<file path="config.mk">
export PLATFORM = sky130hd
export DESIGN_NAME = sram_ctrl
export DESIGN_NICKNAME = d
export VERILOG_FILES = /design/src/rtl/sram_ctrl.sv
export SDC_FILE = /design/constraint.sdc
export NUM_CORES = 1
export LEC_CHECK = 0
export BUFFER_PORTS_ARGS = -buffer_cell sky130_fd_sc_hd__buf_4
export CAP_MARGIN = 0
export CORE_MARGIN = 2
export CORE_UTILIZATION = 45
export DETAILED_ROUTE_END_ITERATION = 8
export PLACE_DENSITY = 0.88
export SYNTH_ARGS = -nofsm -noshare
export SYNTH_HDL_FRONTEND = slang
export SYNTH_SLANG_ARGS = --single-unit
</file>
<file path="constraint.sdc">
create_clock -name clk -period 1.7 [get_ports clk]
set_clock_uncertainty 0.15 [all_clocks]
set_input_delay 0.34 -clock clk [delete_from_list [all_inputs] [get_ports clk]]
set_output_delay 0.34 -clock clk [all_outputs]
set_load 0.02 [all_outputs]
</file>
<file path="src/rtl/sram_ctrl.sv">
module sram_ctrl #(
  parameter int ADDR_W    = 19,
  parameter int DATA_W    = 8,
  parameter int CLK_PS    = 10000,
  parameter int T_AA_PS   = 10000,
  parameter int T_DOE_PS  = 5000,
  parameter int T_RC_PS   = 10000,
  parameter int T_PWE_PS  = 8000,
  parameter int T_SD_PS   = 5000,
  parameter int T_WC_PS   = 10000,
  parameter int T_HZWE_PS = 5000
) (
  input  logic              clk,
  input  logic              rst_n,
  input  logic              req,
  input  logic              wr,
  input  logic [ADDR_W-1:0] addr,
  input  logic [DATA_W-1:0] wdata,
  output logic [DATA_W-1:0] rdata,
  output logic              done,
  output logic              mem_ce_n,
  output logic              mem_oe_n,
  output logic              mem_we_n,
  output logic [ADDR_W-1:0] mem_addr,
  output logic [DATA_W-1:0] mem_dq_o,
  input  logic [DATA_W-1:0] mem_dq_i,
  output logic              mem_dq_oe
);

  function automatic int cycles(input int ps);
    int c;
    c = (ps + CLK_PS - 1) / CLK_PS;
    return (c < 1) ? 1 : c;
  endfunction

  function automatic int max2(input int a, input int b);
    return (a > b) ? a : b;
  endfunction

  localparam int RD_CYC  = max2(max2(cycles(T_AA_PS), cycles(T_DOE_PS)), cycles(T_RC_PS));
  localparam int HZ_CYC  = cycles(T_HZWE_PS);
  localparam int DAT_CYC = max2(max2(cycles(T_SD_PS), cycles(T_PWE_PS) - HZ_CYC),
                                max2(cycles(T_WC_PS) - HZ_CYC - 1, 1));
  localparam int MAX_CYC = max2(max2(RD_CYC, HZ_CYC), DAT_CYC);
  localparam int CNT_W   = max2($clog2(MAX_CYC + 1), 1);

  typedef enum logic [2:0] {S_IDLE, S_RD, S_WSET, S_WHZ, S_WDAT, S_WHOLD} state_t;

  state_t           state;
  logic [CNT_W-1:0] cnt;
  wire              cnt_end = (cnt == '0);

  always_ff @(posedge clk) begin
    if (!rst_n) begin
      state     <= S_IDLE;
      cnt       <= '0;
      done      <= 1'b0;
      mem_ce_n  <= 1'b1;
      mem_oe_n  <= 1'b1;
      mem_we_n  <= 1'b1;
      mem_dq_oe <= 1'b0;
      mem_addr  <= '0;
      mem_dq_o  <= '0;
      rdata     <= '0;
    end else begin
      done <= 1'b0;
      case (state)
        S_IDLE: if (req) begin
          mem_addr <= addr;
          mem_ce_n <= 1'b0;
          if (wr) begin
            mem_dq_o <= wdata;
            state    <= S_WSET;
          end else begin
            mem_oe_n <= 1'b0;
            cnt      <= CNT_W'(RD_CYC - 1);
            state    <= S_RD;
          end
        end
        S_RD: if (cnt_end) begin
          rdata    <= mem_dq_i;
          done     <= 1'b1;
          mem_ce_n <= 1'b1;
          mem_oe_n <= 1'b1;
          state    <= S_IDLE;
        end else cnt <= cnt - 1'b1;
        S_WSET: begin
          mem_we_n <= 1'b0;
          cnt      <= CNT_W'(HZ_CYC - 1);
          state    <= S_WHZ;
        end
        S_WHZ: if (cnt_end) begin
          mem_dq_oe <= 1'b1;
          cnt       <= CNT_W'(DAT_CYC - 1);
          state     <= S_WDAT;
        end else cnt <= cnt - 1'b1;
        S_WDAT: if (cnt_end) begin
          mem_we_n <= 1'b1;
          mem_ce_n <= 1'b1;
          state    <= S_WHOLD;
        end else cnt <= cnt - 1'b1;
        S_WHOLD: begin
          mem_dq_oe <= 1'b0;
          done      <= 1'b1;
          state     <= S_IDLE;
        end
        default: state <= S_IDLE;
      endcase
    end
  end

endmodule

</file>
; ---- Word level (Yosys, flattened, before mapping)
; Index checks and enable logic that the tools add are counted.
[totals]
regBits = 44
latch_bits = 0
mem_bits_rw = 0
romBits = 0
inputBits = 39
output_inout_bits = 40
word_cells = 58
memories = 0
[classes]
addsub = 1
mul = 0
div_mod_pow = 0
n_lt_le_gt_ge = 0
eq_ne = 11
shifts = 0
mux = 18
bitwise = 1
reduce_logical = 17
[ops]
columns = cell, count
row1 = $pmux W3 S5, 1
row2 = $mux W3, 4
row3 = $ne A2 B2 Y1 const B, 6
row4 = $pmux W1 S2, 5
row5 = $reduce_and A3 Y1, 3
row6 = $reduce_and A2 Y1, 4
row7 = $reduce_and A4 Y1, 2
row8 = $reduce_bool A2 Y1, 4
row9 = $eq A3 B2 Y1 const B, 2
row10 = $eq A3 B3 Y1 const B, 2
row11 = $mux W1, 6
row12 = $eq A3 B1 Y1 const B, 1
row13 = $logic_not A3 Y1, 1
row14 = $pmux W1 S3, 1
row15 = $reduce_bool A3 Y1, 1
row16 = $reduce_or A3 Y1, 1
row17 = $mux W2, 1
row18 = $reduce_or A2 Y1, 1
row19 = $not A1 Y1, 1
row20 = $sub A1 B1 Y1 const B, 1

; ---- Longest topological paths before layout
[logic_depth]
ltp_word = 4
ltp_mapped = 5
ltp_nobuf = 3

; ---- Least setup slack after synthesis
; No wires, ideal clock.
[synth_timing]
kind = reg-to-reg
startpoint = register state[2]
endpoint = register mem_addr[0]
setup_ns = 0.132
arrival_ns = 1.277
t_required_ns = 1.418
setup_slack_ns = 0.141
path_stages_with_launch = 6
n_path_buf = 2
synth_period_minus_slack_ns = 1.559
path_cell_list = dfxtp_1 > or4b_1 > buf_4 > buf_6 > nand2_1 > a21oi_1
[synth_via]
elab_chain_len = 2
[synth_rtl]
columns = item, line_no
row1 = start: declaration, 49  ; state_t state;
row2 = start signal: assignment, 55  ; state <= S_IDLE;
row3 = start signal: assignment, 73  ; state <= S_WSET;
row4 = start signal: assignment, 77  ; state <= S_RD;
row5 = $logic_not A3 Y1, 67  ; case (state)
row6 = $reduce_and A2 Y1 (no source line), -
row7 = end signal: assignment, 69  ; mem_addr <= addr;
row8 = end: declaration, 24  ; output logic [ADDR_W-1:0] mem_addr,
; No other way between the ends.
; A chain may end at the register's enable or synchronous reset.

; ---- Worst setup path in the final report
[layout_timing]
startpoint = register state[0]
endpoint = register mem_addr[14]
; Same word-level chain as after synthesis.

==> results by group <==
Die
  – Total core area: 3420 um2
  – Cell row count: 21
  – DIE AREA: 4120 um2
  – Die Y: 64.2 um
  – Initial Utilization: 0.477
  – Die span in x: 64.2 um
  – I/O pins: 79

Finish
  – Commonest non-fill, non-tap cell in the layout: buf_4
  – Area delta synth->final: 44.4%
  – Antenna cells: 0
  – Final nets: 308
  – Most frequent cells in the layout: 90 x buf_4, 57 x nand2_1, 43 x dfxtp_1, 24 x a21oi_1, 16 x mux2i_1
  – Layout cells sized above 1: 0.372

Drt
  – Wire per inst: 11.5 um
  – DR pass1 iterations: 4
  – Vias per cell: 4.85
  – ANT nets after route: 0
  – Via count: 1528
  – Residual DRC count: 0
  – Starting DRC count in detailed routing: 56
  – Routed wire length: 3630 um

Worst setup path
  – CP bufs+invs: 2
  – Max incr delay on CP: 390 ps
  – Crit path top cell by count: buf_4
  – WS Path Type: flop to flop
  – Largest delay contributor family on the critical path: buffers and inverters
  – CP arrival: 1670 ps
  – Slowest cell on crit path: dfxtp_1
  – Crit. End Element: flop
  – CP Max Fanout: 15
  – Startpoint types: flop
  – Worst EP required: 1820 ps
  – Crit-path cells: buf_4 -> nor4b_4 -> buf_4 -> nand2_1 -> a21oi_1

Synthesis
  – Seq/Total Area, Yosys: 0.528
  – Syn Inst Count: 184
  – Synth area leader: dfxtp_1
  – Mean Syn Cell Area: 8.86 um2
  – Yosys reg bits: 43
  – Post-Syn Area: 1630 um2
  – Top cell type's share of synthesized area: 0.528
  – Unique cell type count in the Yosys netlist: 24
  – Dominant cells by area after synthesis: dfxtp_1 53%, nand2_1 13%, mux2i_1 9.8%, a21oi_1 7.4%, nor2_1 3.2%
  – Synth Warn #: 0
  – Post-Syn Nets: 223

Global routing
  – GR Overflow Total: 0
  – GRT Util Overall: 0.186
  – Largest net degree at the start of global routing: 19
  – Initial antenna violation count: 0
  – Wire length of the first global-routing pass: 6080 um
  – Number of global-route vias before repair: 1417

STA
  – Highest clock rate: 648 MHz
  – Pins over their slew limit: 0
  – Final hold vios: 0
  – Slew headroom: 0.785
  – Final period utilization: 0.908
  – Final hold slack: 78.5 ps
  – Minimum clock period: 1540 ps
  – Setup TNS: 0 ps
  – Setup repair after global routing missed its margin: no
  – Setup Viol. Count Final: 0
  – Worst-Margin Slew: 315 ps

Power and ir drop
  – Peak supply drop: 0.640 mV
  – Final Power: 2070 uW
  – P_leak: 0.00107 uW
  – Pwr Density: 878 nW/um2

CTS
  – H-tree levels: 2
  – Post-CTS Resized: 0
  – CTS tree: yes
  – CTS buffer count: 5
  – # Post-CTS Setup Buffers: 0
  – Root Driver: clkbuf_4
  – CTS Hold Bufs: 0
  – Max Root-Sink Buffers: 2
  – Clock sinks: 43
  – Worst-path clk slew: 110 ps
  – Worst-Skew Late Latency: 340 ps

Placed design
  – Hpwl dp: 2730 um
  – IO Port Bufs: 78
  – GPL Wtd Cong: 0.711

Hold path
  – Worst min-delay path class: input port to flop

Flow run
  – Max cap viols: 0

Status
  – Outcome: complete, no violations
## report_power, final
| part | internal [uW] | switching (uW) | leakage (uW) | total [uW] |
|---|---|---|---|---|
| logic | 228 | 239 | 0.000683 | 467 |
| registers | 1080 | 38.8 | 0.000352 | 1110 |
| clock network | 192 | 293 | 0.0000341 | 485 |
## state kept, by name, indices dropped and copies added, names as in the netlist
signal     flops
mem_we_n       1
mem_oe_n       1
rdata          8
mem_ce_n       1
mem_dq_o       8
done           1
mem_dq_oe      1
mem_addr      19
state          3
## worst min-delay path, stage by stage
cell and delay (ps):
buf_4 80, mux2i_1 50, nor2_1 70
## Yosys cell counts
master	n
buf_4	4
dfxtp_1	43
a211oi_1	1
nand2_1	57
nor3_1	1
nor2b_1	1
nor3b_1	1
o31ai_1	1
nor4_1	1
nand3b_1	1
inv_1	1
mux2i_1	16
o21ai_0	2
nor4_4	1
a2bb2oi_1	1
a2111oi_0	1
nor2_1	14
nand2b_1	3
or4b_1	1
clkbuf_1	5
buf_6	1
nor4b_4	1
buf_2	2
a21oi_1	24
## final cells by class
type	count	area [um2]
Clock buffer	6	51.3
Clock inverter	1	5.00
Fill cell	296	1060
Inverter	1	3.75
Multi-Input combinational cell	128	701
Sequential cell	43	861
Tap cell	46	57.6
Timing Repair Buffer	90	676
## cell families after synthesis
family / count (synthesis) / synth area share
DFF: 43 / 0.528
buffers and inverters: 13 / 0.0453
and+or+nand+nor: 82 / 0.229
muxes: 16 / 0.0982
AOI/OAI and AO/OA: 30 / 0.0998
## per-layer routing
layer,wire [um],up-vias,track usage
met5,0,-,0
met4,23,0,0.0319
met3,272,3,0.0634
met2,1820,56,0.337
met1,1510,693,0.213
li1,-,776,-
## stage by stage
stage / utilization / instances / area (um2) / setup slack (ps)
after floorplan: - / 184 / 1630 / 141
after global placement: 0.673 / 308 / 2300 / 201
after detailed placement: 0.673 / 308 / 2300 / 162
after CTS: 0.689 / 315 / 2350 / 152
after global routing: 0.689 / 315 / 2350 / 29.1
final: 0.689 / 315 / 2350 / 157
## worst paths after layout
| path | start | end | slack, ps | cells past startpoint |
|---|---|---|---|---|
| worst min-delay path | mem_dq_i[5] | rdata[5] | 80 | 3 |
| worst max-delay path | state[0] | mem_addr[14] | 160 | 5 |
| worst max register to register | state[0] | mem_addr[14] | 160 | 5 |
| worst min register to register | mem_addr[12] | mem_addr[12] | 310 | 2 |
Note: power is estimated with default switching activity, not from simulation.
